===== src/rtl/pio_pkg.sv =====
package pio_pkg;
  localparam int BYTE_W = 8;
  localparam int ADDR_W = 2;
  localparam int IDX_W  = $clog2(BYTE_W);

  typedef enum logic [ADDR_W-1:0] {
    SEL_A   = 2'd0,
    SEL_B   = 2'd1,
    SEL_C   = 2'd2,
    SEL_CTL = 2'd3
  } pio_sel_e;

  typedef struct packed {
    logic a_hs;
    logic a_in;
    logic cu_in;
    logic b_hs;
    logic b_in;
    logic cl_in;
  } pio_cfg_t;

  localparam pio_cfg_t CFG_RESET = '{a_hs: 1'b0, a_in: 1'b1, cu_in: 1'b1,
                                     b_hs: 1'b0, b_in: 1'b1, cl_in: 1'b1};

  // port C pin roles in handshake operation
  localparam int PC_A_INTR = 3;
  localparam int PC_A_STB  = 4;
  localparam int PC_A_IBF  = 5;
  localparam int PC_A_ACK  = 6;
  localparam int PC_A_OBF  = 7;
  localparam int PC_B_INTR = 0;
  localparam int PC_B_FLAG = 1;
  localparam int PC_B_HS   = 2;
endpackage


===== src/rtl/pio_ctrl_reg.sv =====
module pio_ctrl_reg
  import pio_pkg::*;
(
  input  logic              clk,
  input  logic              rst,
  input  logic              ctl_wr,
  input  logic [BYTE_W-1:0] wdata,
  output pio_cfg_t          cfg,
  output logic              mode_wr,
  output logic              bsr_wr,
  output logic [IDX_W-1:0]  bsr_idx,
  output logic              bsr_val,
  output logic [BYTE_W-1:0] ctl_rd
);
  // top bit of the control byte picks the meaning of the rest
  assign mode_wr = ctl_wr &  wdata[BYTE_W-1];
  assign bsr_wr  = ctl_wr & ~wdata[BYTE_W-1];
  assign bsr_idx = wdata[IDX_W:1];
  assign bsr_val = wdata[0];

  always_ff @(posedge clk) begin
    if (rst) begin
      cfg <= CFG_RESET;
    end else if (mode_wr) begin
      cfg.a_hs  <= ~wdata[6] & wdata[5];  // 1x falls back to simple I/O
      cfg.a_in  <= wdata[4];
      cfg.cu_in <= wdata[3];
      cfg.b_hs  <= wdata[2];
      cfg.b_in  <= wdata[1];
      cfg.cl_in <= wdata[0];
    end
  end

  assign ctl_rd = {1'b1, 1'b0, cfg.a_hs, cfg.a_in, cfg.cu_in,
                   cfg.b_hs, cfg.b_in, cfg.cl_in};
endmodule


===== src/rtl/pio_hs_chan.sv =====
module pio_hs_chan #(
  parameter int W = 8
) (
  input  logic         clk,
  input  logic         rst,
  input  logic         en,       // group in handshake operation
  input  logic         dir_in,   // 1: input channel, 0: output channel
  input  logic         clr,      // configuration write
  input  logic         pin_hs,   // strobe (input) or acknowledge (output), active low
  input  logic [W-1:0] pin_data,
  input  logic         cpu_rd,
  input  logic         cpu_wr,
  output logic [W-1:0] in_lat,
  output logic         flag,     // input: buffer full high; output: buffer full low
  output logic         intr
);
  logic hs_q;
  logic full;
  logic hs_rise, hs_fall;

  assign hs_rise = ~hs_q &  pin_hs;
  assign hs_fall =  hs_q & ~pin_hs;

  always_ff @(posedge clk) begin
    if (rst) begin
      hs_q   <= 1'b1;
      full   <= 1'b0;
      intr   <= 1'b0;
      in_lat <= '0;
    end else begin
      hs_q <= pin_hs;
      if (clr || !en) begin
        full <= 1'b0;
        intr <= 1'b0;
        if (clr) in_lat <= '0;
      end else if (dir_in) begin
        if (cpu_rd) begin
          full <= 1'b0;
          intr <= 1'b0;
        end
        if (!pin_hs) begin
          in_lat <= pin_data;
          full   <= 1'b1;
        end
        if (hs_rise && full) intr <= 1'b1;
      end else begin
        if (cpu_wr) begin
          full <= 1'b1;
          intr <= 1'b0;
        end
        if (hs_fall) full <= 1'b0;
        if (hs_rise) intr <= 1'b1;
      end
    end
  end

  assign flag = dir_in ? full : ~full;
endmodule


===== src/rtl/tri_port_pio.sv =====
module tri_port_pio
  import pio_pkg::*;
(
  input  logic              clk,
  input  logic              rst,
  input  logic              cs,
  input  logic              rd,
  input  logic              wr,
  input  logic [ADDR_W-1:0] addr,
  input  logic [BYTE_W-1:0] wdata,
  output logic [BYTE_W-1:0] rdata,
  input  logic [BYTE_W-1:0] pa_in,
  output logic [BYTE_W-1:0] pa_out,
  output logic [BYTE_W-1:0] pa_oe,
  input  logic [BYTE_W-1:0] pb_in,
  output logic [BYTE_W-1:0] pb_out,
  output logic [BYTE_W-1:0] pb_oe,
  input  logic [BYTE_W-1:0] pc_in,
  output logic [BYTE_W-1:0] pc_out,
  output logic [BYTE_W-1:0] pc_oe
);
  localparam int NIB_W = BYTE_W / 2;

  logic rd_hit, wr_hit;
  logic wr_a, wr_b, wr_c, wr_ctl, rd_a, rd_b;
  assign rd_hit = cs & rd;
  assign wr_hit = cs & wr;
  assign wr_a   = wr_hit && (addr == SEL_A);
  assign wr_b   = wr_hit && (addr == SEL_B);
  assign wr_c   = wr_hit && (addr == SEL_C);
  assign wr_ctl = wr_hit && (addr == SEL_CTL);
  assign rd_a   = rd_hit && (addr == SEL_A);
  assign rd_b   = rd_hit && (addr == SEL_B);

  pio_cfg_t          cfg_q;
  logic              mode_wr, bsr_wr, bsr_val;
  logic [IDX_W-1:0]  bsr_idx;
  logic [BYTE_W-1:0] ctl_rd;

  pio_ctrl_reg u_ctrl (
    .clk(clk), .rst(rst), .ctl_wr(wr_ctl), .wdata(wdata), .cfg(cfg_q),
    .mode_wr(mode_wr), .bsr_wr(bsr_wr), .bsr_idx(bsr_idx),
    .bsr_val(bsr_val), .ctl_rd(ctl_rd)
  );

  // output latches
  logic [BYTE_W-1:0] a_lat, b_lat, c_lat;
  always_ff @(posedge clk) begin
    if (rst || mode_wr) begin
      a_lat <= '0;
      b_lat <= '0;
      c_lat <= '0;
    end else begin
      if (wr_a) a_lat <= wdata;
      if (wr_b) b_lat <= wdata;
      if (wr_c) c_lat <= wdata;
      else if (bsr_wr) c_lat[bsr_idx] <= bsr_val;
    end
  end

  // handshake channels
  logic [BYTE_W-1:0] a_inl, b_inl;
  logic a_flag, a_intr, b_flag, b_intr;

  pio_hs_chan #(.W(BYTE_W)) u_hs_a (
    .clk(clk), .rst(rst), .en(cfg_q.a_hs), .dir_in(cfg_q.a_in), .clr(mode_wr),
    .pin_hs(cfg_q.a_in ? pc_in[PC_A_STB] : pc_in[PC_A_ACK]),
    .pin_data(pa_in), .cpu_rd(rd_a), .cpu_wr(wr_a),
    .in_lat(a_inl), .flag(a_flag), .intr(a_intr)
  );

  pio_hs_chan #(.W(BYTE_W)) u_hs_b (
    .clk(clk), .rst(rst), .en(cfg_q.b_hs), .dir_in(cfg_q.b_in), .clr(mode_wr),
    .pin_hs(pc_in[PC_B_HS]),
    .pin_data(pb_in), .cpu_rd(rd_b), .cpu_wr(wr_b),
    .in_lat(b_inl), .flag(b_flag), .intr(b_intr)
  );

  // port A and B pins
  assign pa_out = a_lat;
  assign pb_out = b_lat;
  assign pa_oe  = {BYTE_W{~cfg_q.a_in}};
  assign pb_oe  = {BYTE_W{~cfg_q.b_in}};

  // port C pins: nibble directions, then handshake roles on top
  always_comb begin
    pc_out = c_lat;
    pc_oe  = {{NIB_W{~cfg_q.cu_in}}, {NIB_W{~cfg_q.cl_in}}};
    if (cfg_q.b_hs) begin
      pc_out[PC_B_INTR] = b_intr;
      pc_oe[PC_B_INTR]  = 1'b1;
      pc_out[PC_B_FLAG] = b_flag;
      pc_oe[PC_B_FLAG]  = 1'b1;
      pc_oe[PC_B_HS]    = 1'b0;
    end
    if (cfg_q.a_hs) begin
      pc_out[PC_A_INTR] = a_intr;
      pc_oe[PC_A_INTR]  = 1'b1;
      if (cfg_q.a_in) begin
        pc_out[PC_A_IBF] = a_flag;
        pc_oe[PC_A_IBF]  = 1'b1;
        pc_oe[PC_A_STB]  = 1'b0;
      end else begin
        pc_out[PC_A_OBF] = a_flag;
        pc_oe[PC_A_OBF]  = 1'b1;
        pc_oe[PC_A_ACK]  = 1'b0;
      end
    end
  end

  // read path
  logic [BYTE_W-1:0] a_rd, b_rd, c_rd;
  assign a_rd = cfg_q.a_in ? (cfg_q.a_hs ? a_inl : pa_in) : a_lat;
  assign b_rd = cfg_q.b_in ? (cfg_q.b_hs ? b_inl : pb_in) : b_lat;

  for (genvar i = 0; i < BYTE_W; i++) begin : g_c_rd
    assign c_rd[i] = pc_oe[i] ? pc_out[i] : pc_in[i];
  end

  always_ff @(posedge clk) begin
    if (rst) begin
      rdata <= '0;
    end else if (rd_hit) begin
      unique case (addr)
        SEL_A:   rdata <= a_rd;
        SEL_B:   rdata <= b_rd;
        SEL_C:   rdata <= c_rd;
        default: rdata <= ctl_rd;
      endcase
    end
  end
endmodule


===== config.mk =====
export PLATFORM = sky130hd
export DESIGN_NAME = tri_port_pio
export DESIGN_NICKNAME = d
export VERILOG_FILES = /design/src/rtl/pio_pkg.sv /design/src/rtl/pio_ctrl_reg.sv /design/src/rtl/pio_hs_chan.sv /design/src/rtl/tri_port_pio.sv
export SDC_FILE = /design/constraint.sdc
export NUM_CORES = 1
export LEC_CHECK = 0
export BUFFER_PORTS_ARGS = -buffer_cell sky130_fd_sc_hd__buf_4
export CORE_MARGIN = 4
export CORE_UTILIZATION = 30
export DETAILED_ROUTE_END_ITERATION = 8
export PLACE_DENSITY = 0.61
export SLEW_MARGIN = 0
export SYNTH_ARGS = -nofsm -noshare
export SYNTH_HDL_FRONTEND = slang
export SYNTH_SLANG_ARGS = --single-unit

===== constraint.sdc =====
create_clock -name clk -period 1.85 [get_ports clk]
set_input_delay 0.37 -clock clk [delete_from_list [all_inputs] [get_ports clk]]
set_output_delay 0.37 -clock clk [all_outputs]
set_load 0.02 [all_outputs]

# Word-level counts from Yosys, hierarchy flattened
# Cells that the tools add are included.
# totals
word_cells,138
output_inout_bits,56
register_bits,60
in_bits,39
# classes
reduce_logical,30
order_cmp,2
n_mux,56
n_eq_ne,11
bitwise,21
# op_table
cell,count
$mux W8,13
$mux W1,35
$pmux W8 S3,1
$not A1 Y1,12
$reduce_bool A3 Y1,4
$and A1 B1 Y1,9
$logic_and A1 B1 Y1,9
$bwmux W8,1
$reduce_and A2 Y1,4
$mux W2,3
$ne A2 B2 Y1 const B,3
$ne A3 B2 Y1 const B,2
$ne A3 B3 Y1 const B,2
$reduce_and A3 Y1,2
$reduce_bool A2 Y1,3
$mux W5,1
$eq A2 B2 Y1 const B,2
$lt A3 B4 Y1 const B,1
$reduce_or A2 Y1,2
$demux W1 S3,1
$ge A3 B1 Y1 const B,1
$logic_or A1 B1 Y1,3
$mux W3,1
$eq A2 B1 Y1 const B,1
other kinds (3),4

# Depth between registers and ports, before layout
# depth
word_depth,7
ltp_mapped,7
mapped_depth_nobuf,4

# By module
# Synthesis repeated with hierarchy kept, for this count alone.
# hier_totals
hier_cells,438
area_unflattened_um2,3479.6
# modules_own_cells
mod,cells_per_inst,area_per_inst_um2,n_inst,seq_area_each_um2
tri_port_pio,305,2218.4,1,640.6
pio_hs_chan,47,451.7,2,220.2
pio_ctrl_reg,39,357.8,1,120.1

# Worst setup path before layout
# Ideal clock, no wire load.
# synth_path
path_type,register to register
from,register u_ctrl.cfg[3] in the netlist's numbering
to,register rdata[4]
slack_ns,0.269
path_stages_with_launch,6
synth_period_minus_slack_ns,1.581
arrival_time_ns,1.462
n_path_buf,1
setup_ns,0.120
required_time_ns,1.730
path_cell_list,dfxtp_1 > clkbuf_1 > a21oi_1 > mux2i_1 > o22ai_1 > o31a_1
# synth_via
elab_chain_cells,5
# synth_lines
item,line_no,text
from (decl),pio_ctrl_reg.sv:8,"output pio_cfg_t cfg,"
$not A1 Y1 *,tri_port_pio.sv:88,"pc_oe = {{NIB_W{~cfg_q.cu_in}}, {NIB_W{~cfg_q.cl_in}}};"
$mux W2,tri_port_pio.sv:99,if (cfg_q.a_in) begin
$mux W5 *,tri_port_pio.sv:96,if (cfg_q.a_hs) begin
net pc_oe[4],tri_port_pio.sv:20,output logic [BYTE_W-1:0] pc_oe
$mux W1 *,tri_port_pio.sv:117,assign c_rd[i] = pc_oe[i] ? pc_out[i] : pc_in[i];
$pmux W8 S3 *,tri_port_pio.sv:124,unique case (addr)
to (signal assigned),tri_port_pio.sv:125,SEL_A: rdata <= a_rd;
to (signal assigned),tri_port_pio.sv:126,SEL_B: rdata <= b_rd;
to (signal assigned),tri_port_pio.sv:127,SEL_C: rdata <= c_rd;
to (decl),tri_port_pio.sv:11,"output logic [BYTE_W-1:0] rdata,"
# The timed path passes the listed nets; every way through them passes the cells marked *.
# A chain may end at the register's enable or synchronous reset.

# Worst setup path in the final report
# layout_path
from,register u_ctrl.cfg[5] in the netlist's numbering
to,output pc_out[5]
# layout_via
elab_chain_cells,1
# layout_lines
item,line_no,text
$mux W1,tri_port_pio.sv:96,
to (decl),tri_port_pio.sv:19,"output logic [BYTE_W-1:0] pc_out,"
# Every way passes these cells.

==> key figures <==
Layout
  – Final Util: 40.91%
  – Nets: 541
  – Number of inserted diodes: 0
  – Commonest cells after routing, fill and taps aside: buf_4, nand2_1, dfxtp_1, a21oi_1, nor2_1
  – Most common cell after layout, fill and taps aside: buf_4
  – Filler cell count in the final layout: 1110
  – Reg area: 1202 um2
  – Multi-input logic area: 1877 um2
  – Area Overhead vs Synth: 31.49%
  – Layout cell share with drive strength beyond 1: 28.99%

Clocking
  – CTS hold repair buffers: 0
  – Clk root buf: clkbuf_16
  – Num Clock Sinks: 60
  – Clock Tree Buf Depth: 2
  – Htree depth: 3
  – Post-CTS Setup Bufs: 0
  – TritonCTS clock tree: built
  – Clk_lat worst skew: 320 ps
  – CTS clk-pin slew, worst paths: 50 ps
  – CTS Buf Count: 9

Place
  – Final Wtd Congestion: 0.8940
  – HPWL Detailed: 8.922 mm
  – IO buf count: 94

Critical path
  – Critical Path AT: 1400 ps
  – Crit. End Element: primary output
  – Critical Path RT: 1480 ps
  – CP Launch Type: flop
  – Worst-path fanout max: 9
  – Critical path type: flop to primary output

Flow run
  – Max-cap violations: 0

Floorplan
  – I/O pins: 95
  – Num rows: 38
  – Die W: 114.7 um
  – Core Box Area: 10980 um2
  – Die footprint: 13160 um2
  – Die Y-Extent: 114.7 um
  – Initial Util: 31.11%

Pwr
  – PwrDens: 822.7 nW/um2
  – Psw: 895.2 uW
  – Cell Int Power: 2801 uW
  – VDD IR max: 0.0003881 V
  – Clock Power Share: 50.7%
  – Comb power frac: 12.6%
  – Lkg Pwr: 0.001960 uW
  – Seq pwr share: 36.7%
  – Sw frac: 24.22%

Synth
  – Seq/Total Area, Yosys: 35.15%
  – Ys Warns: 0
  – Net Count, Synth: 469
  – Post-synthesis cell area: 3417 um2
  – Post-synth cell types: 53
  – Mean Syn Cell Area: 7.947 um2
  – Cells after Synth: 430
  – Ys flop type: dfxtp_1
  – Number of synthesized flops with an enable pin: 0
  – Yosys reg bits: 60
  – FFs w/ async S/R, synth: 0%

STA
  – Achievable frequency: 0.5637 GHz
  – RSZ-0062 raised after global routing: no
  – Crit share post-route: 95.90%
  – Setup TNS: 0 ps
  – Clock skew: 5.931 ps
  – Slew margin rel.: 65.79%
  – Post-layout min period: 1774 ps
  – Setup-failing EPs final: 0
  – Worst-Margin Slew: 511.8 ps
  – Slew Limit Fails: 0
  – Hold violation total from the final report: 0

GRT
  – Vias in the first global route: 3312
  – Overflow after GRT: 0
  – Pin count of the biggest net entering global routing: 22
  – First-pass GRT wire length: 18.02 mm
  – Initial antenna violation count: 0
  – GRT Overall Usage: 17.57%

Outcome
  – Run status: complete, no violations

Routing
  – Drt pass-1 iters: 5
  – Residual DRC: 0
  – Drt total wl: 11.68 mm
  – Routed wire per std cell: 18.05 um
  – Iteration-0 DRC Markers: 281
  – Vias: 3487
  – Routed Antenna Nets: 0
  – Vias per cell: 5.389

Min path
  – Worst hold path class: input pin to flop
cell type report:
type | instances | area share [%]
flip-flops and latches | 60 | 26.76
inverters | 11 | 0.9190
clock inverters | 4 | 1.559
clock buffers | 12 | 5.932
well taps | 140 | 3.899
multi-input cells | 307 | 41.77
repair buffers | 113 | 19.16
kinds of logic (layout without fill, tap and decap cells):
family,after synthesis,count (layout),share of synthesized area (%)
XOR/XNOR,1,1,0.2564
AO/OA/AOI/OAI,111,111,21.05
AND/OR/NAND/NOR,157,157,22.01
buffers and inverters,63,140,10.22
flip-flops,60,60,35.15
multiplexers,38,38,11.31
state kept, by name, summed over array words and instances (netlist names):
signal         count
c_lat              8
pa_out             8
pb_out             8
rdata              8
u_hs_a.in_lat      8
u_hs_b.in_lat      8
u_ctrl.cfg         6
u_hs_a.full        1
u_hs_a.hs_q        1
u_hs_a.intr        1
u_hs_b.full        1
u_hs_b.hs_q        1
u_hs_b.intr        1
worst paths after layout:
path	endpoint	slack (ps)	depth (start not counted)	from
setup / recovery	pc_out[5]	80	4	u_ctrl.cfg[5]
hold / removal	u_hs_b.full	280	2	pc_in[2]
setup reg to reg	rdata[1]	170	5	u_ctrl.cfg[5]
hold reg to reg	pa_out[3]	490	2	pa_out[3]
repair_timing:
item,in CTS,in global routing
pin swaps,0,1
gates resized for setup,2,2
endpoints found under the setup margin,4,1
metal layers:
layer,share of wire [%],GRT usage [%],vias to the layer above
met3,6.4,2.854,28
li1,-,-,1660
met2,47,27.32,140
met4,2.8,6.651,0
met5,0,0,-
met1,44,24.51,1659
worst max-delay path: stages (launching register included):
cell,delay [ps]
dfxtp_1,310
buf_4,160
nand2_1,100
mux2_2,340
buf_4,160
synth_stat cells, types with 8 or more instances:
| master | number | share of area (%) |
|---|---|---|
| a211oi_1 | 9 | 2.0 |
| a21oi_1 | 39 | 5.7 |
| a22oi_1 | 8 | 1.8 |
| buf_2 | 18 | 2.6 |
| buf_4 | 20 | 4.4 |
| clkbuf_1 | 11 | 1.2 |
| dfxtp_1 | 60 | 35 |
| inv_1 | 11 | 1.2 |
| mux2i_1 | 33 | 9.7 |
| nand2_1 | 59 | 6.5 |
| nand3_1 | 18 | 2.6 |
| nor2_1 | 35 | 3.8 |
| o211ai_1 | 9 | 2.0 |
| o21ai_0 | 20 | 2.9 |
through the flow:
step                      power, uW  cells  hold WS, ps  worst slack, ps  instance area [um2]
after global routing           3811    647        288.8            1.433                 4493
after CTS                      3723    647        261.1            24.16                 4484
final                          3697    647        277.1            75.91                 4493
after global placement         1838    631        472.2           -45.23                 4145
after floorplan                1631    430        457.7            268.7                 3417
after detailed placement       1842    631        481.1           -48.31                 4145
power groups by stage:
stage               sequential (uW)  combinational (uW)  clock [uW]
floorplan                      1390                 240           0
global placement               1380                 456           0
detailed placement             1380                 460           0
CTS                            1350                 462        1910
global route                   1360                 503        1950
finish                         1360                 467        1870
Note: power is estimated with default switching activity, not from simulation.
